`src/rtl/acq_addr_gen.sv`:
```
module acq_addr_gen #(
  parameter int ADDR_W = 16,
  parameter int CNT_W  = 12
) (
  input  logic              clk,
  input  logic              rst_n,
  input  logic              arm,
  input  logic              smp_vld,
  input  logic              trig,
  input  logic [CNT_W-1:0]  pre_cnt,
  input  logic [CNT_W-1:0]  post_cnt,
  input  logic [ADDR_W-1:0] buf_base,
  input  logic [ADDR_W-1:0] buf_size,
  output logic [ADDR_W-1:0] wr_addr,
  output logic              wr_en,
  output logic [1:0]        wr_ch,
  output logic [ADDR_W-1:0] trig_pos,
  output logic              done
);

  localparam logic [ADDR_W-1:0] STEP  = ADDR_W'(2);
  localparam logic [ADDR_W-1:0] GROUP = ADDR_W'(8);

  typedef enum logic [1:0] {S_IDLE, S_PRE, S_WAIT, S_POST} st_t;

  st_t               st;
  logic [ADDR_W-1:0] base_q, size_q, off, cur_g, last_g, tp_off;
  logic [CNT_W-1:0]  pre_q, post_q, gcnt;
  logic [1:0]        ch;
  logic              pend, done_q;

  logic              at_bound, go_now, kill, grp_end;
  logic [ADDR_W-1:0] off_inc, off_nx;
  logic [CNT_W:0]    gcnt_inc;

  assign at_bound = (ch == 2'd0);
  assign go_now   = (st == S_WAIT) && (trig || pend) && at_bound;
  assign kill     = go_now && (post_q == '0);
  assign wr_en    = smp_vld && (st != S_IDLE) && !kill;
  assign grp_end  = wr_en && (ch == 2'd3);
  assign off_inc  = off + STEP;
  assign off_nx   = (off_inc == size_q) ? '0 : off_inc;
  assign gcnt_inc = {1'b0, gcnt} + 1'b1;

  assign wr_addr  = base_q + off;
  assign wr_ch    = ch;
  assign trig_pos = base_q + tp_off;
  assign done     = done_q;

  always_ff @(posedge clk) begin
    if (!rst_n) begin
      st     <= S_IDLE;
      base_q <= '0;
      size_q <= '0;
      pre_q  <= '0;
      post_q <= '0;
      off    <= '0;
      cur_g  <= '0;
      last_g <= '0;
      tp_off <= '0;
      gcnt   <= '0;
      ch     <= '0;
      pend   <= 1'b0;
      done_q <= 1'b0;
    end else begin
      done_q <= 1'b0;
      if (st == S_IDLE) begin
        if (arm) begin
          base_q <= buf_base;
          size_q <= buf_size;
          pre_q  <= pre_cnt;
          post_q <= post_cnt;
          off    <= '0;
          ch     <= '0;
          gcnt   <= '0;
          pend   <= 1'b0;
          last_g <= buf_size - GROUP;
          st     <= (pre_cnt == '0) ? S_WAIT : S_PRE;
        end
      end else begin
        if (wr_en) begin
          off <= off_nx;
          ch  <= ch + 2'd1;
          if (at_bound) cur_g <= off;
        end
        if (grp_end) last_g <= cur_g;
        unique case (st)
          S_PRE: if (grp_end) begin
            gcnt <= gcnt + 1'b1;
            if (gcnt_inc >= {1'b0, pre_q}) st <= S_WAIT;
          end
          S_WAIT: begin
            if (go_now || (grp_end && (trig || pend))) begin
              tp_off <= go_now ? last_g : cur_g;
              gcnt   <= '0;
              pend   <= 1'b0;
              if (post_q == '0) begin
                st     <= S_IDLE;
                done_q <= 1'b1;
              end else begin
                st <= S_POST;
              end
            end else if (trig) begin
              pend <= 1'b1;
            end
          end
          S_POST: if (grp_end) begin
            gcnt <= gcnt + 1'b1;
            if (gcnt_inc == {1'b0, post_q}) begin
              st     <= S_IDLE;
              done_q <= 1'b1;
            end
          end
          default: st <= S_IDLE;
        endcase
      end
    end
  end

  p_idle_quiet_r3: assert property (@(posedge clk) disable iff (!rst_n)
    (st == S_IDLE) |-> !wr_en);

  p_done_pulse_r7: assert property (@(posedge clk) disable iff (!rst_n)
    done |=> !done);

  p_ch_step_r1: assert property (@(posedge clk) disable iff (!rst_n)
    wr_en |=> (wr_ch == $past(wr_ch) + 2'd1));

  p_addr_step_r2: assert property (@(posedge clk) disable iff (!rst_n)
    wr_en |=> ((wr_addr == $past(wr_addr) + STEP) || (wr_addr == base_q)));

  p_group_align_r2: assert property (@(posedge clk) disable iff (!rst_n)
    (wr_en && wr_ch == 2'd0) |-> ((wr_addr - base_q) % GROUP == '0));

  p_no_early_post_r4: assert property (@(posedge clk) disable iff (!rst_n)
    (st == S_PRE) |=> (st != S_POST));

endmodule

```
`config.mk`:
```
export PLATFORM = sky130hd
export DESIGN_NAME = acq_addr_gen
export DESIGN_NICKNAME = d
export VERILOG_FILES = /design/src/rtl/acq_addr_gen.sv
export SDC_FILE = /design/constraint.sdc
export NUM_CORES = 1
export LEC_CHECK = 0
export BUFFER_PORTS_ARGS = -buffer_cell sky130_fd_sc_hd__buf_2
export CAP_MARGIN = 5
export CORE_MARGIN = 4
export CORE_UTILIZATION = 40
export DETAILED_ROUTE_END_ITERATION = 16
export GPL_ROUTABILITY_DRIVEN = 0
export HOLD_SLACK_MARGIN = 0.12
export PLACE_DENSITY = 0.72
export SLEW_MARGIN = 20
export SYNTH_ARGS = -nofsm -noshare
export SYNTH_HDL_FRONTEND = slang
export SYNTH_SLANG_ARGS = --single-unit
```
`constraint.sdc`:
```
create_clock -name clk -period 2.9 [get_ports clk]
set_clock_uncertainty 0.15 [all_clocks]
set_input_delay 0.145 -clock clk [delete_from_list [all_inputs] [get_ports clk]]
set_output_delay 0.145 -clock clk [all_outputs]
set_load 0.02 [all_outputs]
```
==> results of run 1 <==
## how the worst max path moves through the flow
stage	end	slack, ns	cells past startpoint	from
final	wr_addr[14]	-0.15	11	off[2]
after detailed placement	wr_addr[15]	-0.08	10	base_q[2]
after global routing	wr_addr[14]	-0.24	11	off[2]
after global placement	wr_addr[15]	-0.05	10	base_q[2]
after CTS	wr_addr[14]	-0.23	10	off[2]
after floorplan	wr_addr[15]	0.04	8	off[2]
## worst max-delay path: cells and delay by family (launching register included)
kind	cells	cell delay [ns]
fa+ha+maj	1	0.26
buf+inv	3	0.50
flops	1	0.34
xor+xnor	1	0.13
compound gates	6	1.11
## state kept, by name, summed over array words and instances (netlist names)
signal,flops
done,1
pend,1
size_q,16
last_g,16
post_q,12
gcnt,12
base_q,16
cur_g,15
wr_ch,2
tp_off,16
st,2
off,15
pre_q,12
## where the power goes
part	total, mW	switching (mW)	internal (mW)
combinational	1.97	1.21	0.760
sequential	2.21	0.160	2.05
clock	2.15	0.880	1.27
total	6.34	2.25	4.08
## logic make-up (layout without fill, tap and decap cells)
| family | after synthesis | count (layout) | synth area share |
|---|---|---|---|
| AO/OA/AOI/OAI | 244 | 244 | 0.201 |
| XOR/XNOR | 79 | 79 | 0.0901 |
| adder cells (fa/ha/maj) | 53 | 53 | 0.0793 |
| buffers and inverters | 105 | 288 | 0.0525 |
| flip-flops | 136 | 136 | 0.322 |
| multiplexers | 6 | 6 | 0.00710 |
| AND/OR/NAND/NOR | 439 | 439 | 0.248 |
## per-stage QoR
stage	hold WS, ns	total power [mW]	worst slack [ns]
6_report	0.164	6.34	-0.150
2_1_floorplan	0.131	3.46	0.0393
3_3_place_gp	0.247	4.03	-0.0492
5_1_grt	0.198	6.65	-0.244
4_1_cts	0.137	6.31	-0.235
3_5_place_dp	0.254	4.07	-0.0757
## final cells by class
cell class                 instances  share of cell area
clock inverter                    13              0.0135
clock buffer                      18              0.0390
tap                              270              0.0307
multi-input combinational        821               0.508
inverter                          35              0.0120
timing repair buffer             222               0.148
sequential                       136               0.249
## synthesized netlist by cell type (3+ instances only)
master,number,area (um2)
nand2_1,193,724
xnor3_1,4,90.1
or3_1,7,43.8
a311oi_1,16,140
a41oi_2,3,48.8
a211oi_1,16,120
mux2i_1,6,60.1
nand4_1,14,87.6
o21ai_0,17,85.1
buf_2,6,30.0
and4_1,9,78.8
a2111oi_0,4,35.0
clkbuf_1,50,188
a41oi_1,6,52.6
inv_1,33,124
and2_1,8,50.1
o21a_1,10,75.1
nor2b_1,13,81.3
nor4_1,9,56.3
nand3_1,37,185
nand4b_1,5,43.8
and3_1,5,31.3
buf_4,7,52.6
a31oi_1,19,119
or2_2,4,25.0
ha_1,52,651
nand2b_1,5,31.3
nor3_1,22,110
a21oi_1,66,330
a21boi_1,4,30.0
or4_1,6,45.0
xnor2_1,50,438
xor2_1,24,210
buf_1,4,15.0
nor3b_1,4,30.0
a21o_1,5,37.5
o211ai_1,6,45.0
a21boi_0,50,375
o31ai_1,5,37.5
nor2_1,87,327
dfxtp_1,136,2720
## metal layers
metal / vias up / wire, um / track usage
met1: 3955 / 11700 / 0.286
met3: 44 / 1720 / 0.0492
met2: 283 / 11400 / 0.327
met4: 0 / 624 / 0.0715
li1: 4083 / - / -
met5: - / 0 / 0
## what timing repair did
action	CTS	global route
hold buffers	59	0
hold endpoints to repair	76	0
gates cloned	0	0
setup endpoints to repair	14	24
buffers inserted	4	6
pin swaps	19	17
resized for setup	33	41
==> flow_summary.toml, run 1 <==
[outcome]
status = "finished, violations left"
violations = "negative setup slack"

[finish]
nNetsFinal = 1347
finish.utilization = 0.536
final_area_um2 = 11000
layout_commonest_cell = "nand2_1"
drive_gt1_frac = 0.213
multi_input_area_um2 = 5580
syn_to_final_growth_pct = 29.9
antenna_cells = 0
layout_common_cells = "nand2_1 (192), dfxtp_1 (123), buf_2 (89), nor2_1 (84), buf_4 (70)"
fillCellCount = 1868
seqCellArea_um2 = 2740
finalNonFillerCells = 1515

[timing]
setup_viol = 4
fin_setup_tns_ns = -0.454
max-slew-margin-rel = 0.556
rsz0062_at_grt = "yes"
setup_ws_ns = -0.150
period_needed_ns = 3.05
max_freq_mhz = 328
finalHoldViolCount = 0
worst-slew-pin-transition_ns = 0.649
min_period_over_period = 1.05
final_max_slew_viol_count = 0

[setup_path]
startpoint_type = "register"
crit_fanout = 3
cp.required_ns = 2.61
r2r_setup_slack_ns = 0.12
worst_setup_path_end_kind = "output pin"
crit-reg2reg-capture = "off[15]"
r2r_cells = 10
path_class = "reg -> out"
slowest_stage = "o41a_1"
worstPathArrival_ns = 2.75
r2r_start = "off[2]"
cp_cell_sequence = "ha_4, a21oi_4, o21ai_4, a2111oi_4, buf_4, o31ai_4, o41a_1, buf_4, a21oi_2, xnor2_1, buf_4"
crit_path_frequent_cell = "buf_4"
max_stage_delay_ns = 0.36

[routing]
drt-initial-drc-count = 750
viasPerCell = 5.52
drc_errors = 0
dr_total_vias = 8365
wl_per_cell_um = 16.8
ant_nets = 0
wirelength_um = 25400
firstDrtPassIters = 5

[clocking]
clk_path_buf_depth = 2
cts_htree_levels = 4
cts_sinks = 136
clock_latency_ns = 0.43
cts_tree = "done"
clk_pin_slew_worst_paths_ns = 0.06
cts_root_buf = "clkbuf_16"
cts-buffers-inserted = 17

[placement]
numPortBuffers = 96
place_inst = 1415
place_area_um2 = 9450
detailedPlacementHpwl_um = 17700

[power_and_ir_drop]
ir_drop_mv = 0.328
p_per_area_nw_per_um2 = 576
p_leak_nw = 4.45

[yosys]
synthCells = 1062
synth_edf_count = 0
synthArstFlopShare = 0
syn_area_um2 = 8460
yosysWarnings = 0
yosysUniqueCellTypes = 69
synth.avg_cell_area_um2 = 7.97
seq_area_frac_synth = 0.322
synth_ff_type = "dfxtp_1"
ys_ff_latch = 136
syn_nets = 1176

[min_path]
hold_path_depth = 5
hold_path.class = "in -> reg"
hold_end = "wr_ch[1]"
hp-start = "arm"

[grt]
grt.total_usage = 0.210
grt_pass1_wl_um = 40600
gr-total-overflow = 0
grt_max_degree = 57
grt_pass1_vias = 7907
grt_antenna_before_repair = 0

[floorplanning]
coreArea_um2 = 20500
die_x_um = 153
chipHeight_um = 153
start_util = 0.413
io_pins = 97
rows = 52
die-area_um2 = 23500

[flow_run]
drv_cap = 0
Note: power is estimated with default switching activity, not from simulation.
==> run 2: changes to the inputs <==
Settings changed: CORE_ASPECT_RATIO from default to 0.7, RECOVER_POWER from default to 25.
==> run 2 against run 1 <==
Compared with the run above: the run still ends with negative setup slack left; die area rose by 0.16%; combinational power rose by 3%; routed wire length rose by 4.8%; register-to-register slack got worse by 0.22 ns; cell area rose by 2.0%; worst setup slack improved by 0.024 ns; sequential cell count did not move; critical path depth fell by 1; critical path type unchanged; largest power group unchanged; highest routed layer unchanged.
==> flow_summary.toml, run 2 (same netlist as run 1, synthesis figures left out) <==
[outcome]
status = "finished, violations left"
violations = "negative setup slack"

[timing]
max_freq_mhz = 331
final_max_slew_viol_count = 0
setup_ws_ns = -0.125
min_period_over_period = 1.04
worst-slew-pin-transition_ns = 0.691
setup_viol = 18
max-slew-margin-rel = 0.539
rsz0062_at_grt = "yes"
finalHoldViolCount = 0
period_needed_ns = 3.03

[grt]
grt_pass1_vias = 7961
grt_antenna_before_repair = 0
grt.total_usage = 0.222
gr-total-overflow = 0
grt_max_degree = 62
grt_pass1_wl_um = 42200

[finish]
finish.utilization = 0.540
drive_gt1_frac = 0.204
layout_common_cells = "nand2_1 (192), dfxtp_1 (125), nor2_1 (85), buf_2 (76), dlygate4sd3_1 (73)"
nNetsFinal = 1366
antenna_cells = 0
syn_to_final_growth_pct = 32.5
layout_commonest_cell = "nand2_1"
finalNonFillerCells = 1541

[routing]
dr_total_vias = 8479
drt-met1-wl_um = 13000
firstDrtPassIters = 5
met2_length_um = 11000
drc_errors = 0
wirelength_um = 26600
ant_nets = 0
route.met3.wl_um = 2340
viasPerCell = 5.50
wl_per_cell_um = 17.3
top_layer = "met4"
drt-initial-drc-count = 821

[power_and_ir_drop]
ir_drop_mv = 0.468
p_leak_nw = 4.54
p_per_area_nw_per_um2 = 574
total_power_mw = 6.44

[setup_path]
r2r_setup_slack_ns = -0.10
crit_buf_inv = 3
slowest_stage = "o41a_1"
cp.required_ns = 2.61
crit_family = "compound AO/OA/AOI/OAI gates"
startpoint_type = "register"
crit-reg2reg-capture = "off[8]"
path_class = "reg -> out"
cp_cell_sequence = "ha_1, nor2_1, o21ai_4, a2111oi_4, buf_4, o31ai_2, o41a_1, buf_4, xor2_2, buf_4"
crit_fanout = 4
worst_setup_path_end_kind = "output pin"
crit_path_frequent_cell = "buf_4"
r2r_cells = 8
max_stage_delay_ns = 0.39
r2r_start = "st[0]"
worstPathArrival_ns = 2.73

[floorplanning]
start_util = 0.408
rows = 44
chipHeight_um = 130
coreArea_um2 = 20800
die-area_um2 = 23600
io_pins = 97
die_x_um = 182

[clocking]
clk_path_buf_depth = 2
cts-buffers-inserted = 17
clock_latency_ns = 0.43
cts_htree_levels = 4
cts_sinks = 136
cts_root_buf = "clkbuf_16"
clk_pin_slew_worst_paths_ns = 0.07
cts_tree = "done"

[min_path]
hold_path_depth = 4
hold_path.class = "in -> reg"
hold_end = "pre_q[6]"
hp-start = "arm"

[placement]
place_inst = 1428
detailedPlacementHpwl_um = 18800
numPortBuffers = 96

[flow_run]
drv_cap = 0
run 2: cell count changes in the layout (fill, tap and decap cells not counted), moves of 3 or more:
| cell | change |
|---|---|
| buf_6 | +8 |
| buf_2 | -13 |
| clkbuf_1 | +12 |
| buf_4 | -6 |
| clkbuf_8 | +3 |
| dlygate4sd3_1 | +14 |
run 2: worst min-delay path, cell delays in order:
cell,delay [ns]
buf_2,0.12
and2_2,0.30
nand2_1,0.10
a21oi_1,0.05
run 2: worst max-delay path by stage:
stage | cells past startpoint | end | slack [ns] | from
after floorplan | 8 | wr_addr[15] | 0.04 | off[2]
after global placement | 11 | wr_addr[15] | 0.05 | base_q[2]
after detailed placement | 10 | off[8] | 0.006 | off[1]
after CTS | 11 | wr_addr[13] | -0.25 | off[2]
after global routing | 8 | base_q[2] | -0.29 | st[0]
final | 10 | wr_addr[13] | -0.13 | base_q[3]
run 2: what timing repair did:
item | in CTS | in global routing
setup endpoints to repair | 13 | 29
setup buffers | 6 | 2
pin swaps | 18 | 16
resized for setup | 33 | 54
hold buffers | 73 | 0
cloned | 0 | 1
endpoints found under the hold margin | 71 | 0
run 2: stage by stage:
stage / hold WS [ns] / TNS (ns) / setup WS [ns] / cell area, um2
global placement: 0.248 / 0 / 0.0548 / 9500
CTS: 0.121 / -0.846 / -0.245 / 11000
detailed placement: 0.252 / 0 / 0.00627 / 9500
finish: 0.178 / -1.37 / -0.125 / 11200
global route: 0.198 / -6.69 / -0.290 / 11200
floorplan: 0.131 / 0 / 0.0393 / 8470
run 2: per-layer routing:
metal | up-vias | track usage
met1 | 3983 | 0.341
li1 | 4135 | -
met3 | 23 | 0.0455
met4 | 0 | 0.0485
met2 | 338 | 0.317
met5 | - | 0
run 2: cell type report:
type                       count  area (um2)
clock buffer                  20         467
clock inverter                12         130
fill                        1899        9540
inverter                      35         131
multi-input combinational    821        5570
sequential                   136        2740
tap                          276         345
timing repair buffer         241        1830
run 2: power breakdown:
group	leakage [nW]	internal, mW	switching [mW]
Sequential	1.11	2.05	0.162
Combinational	3.13	0.796	1.23
Clock	0.292	1.28	0.919
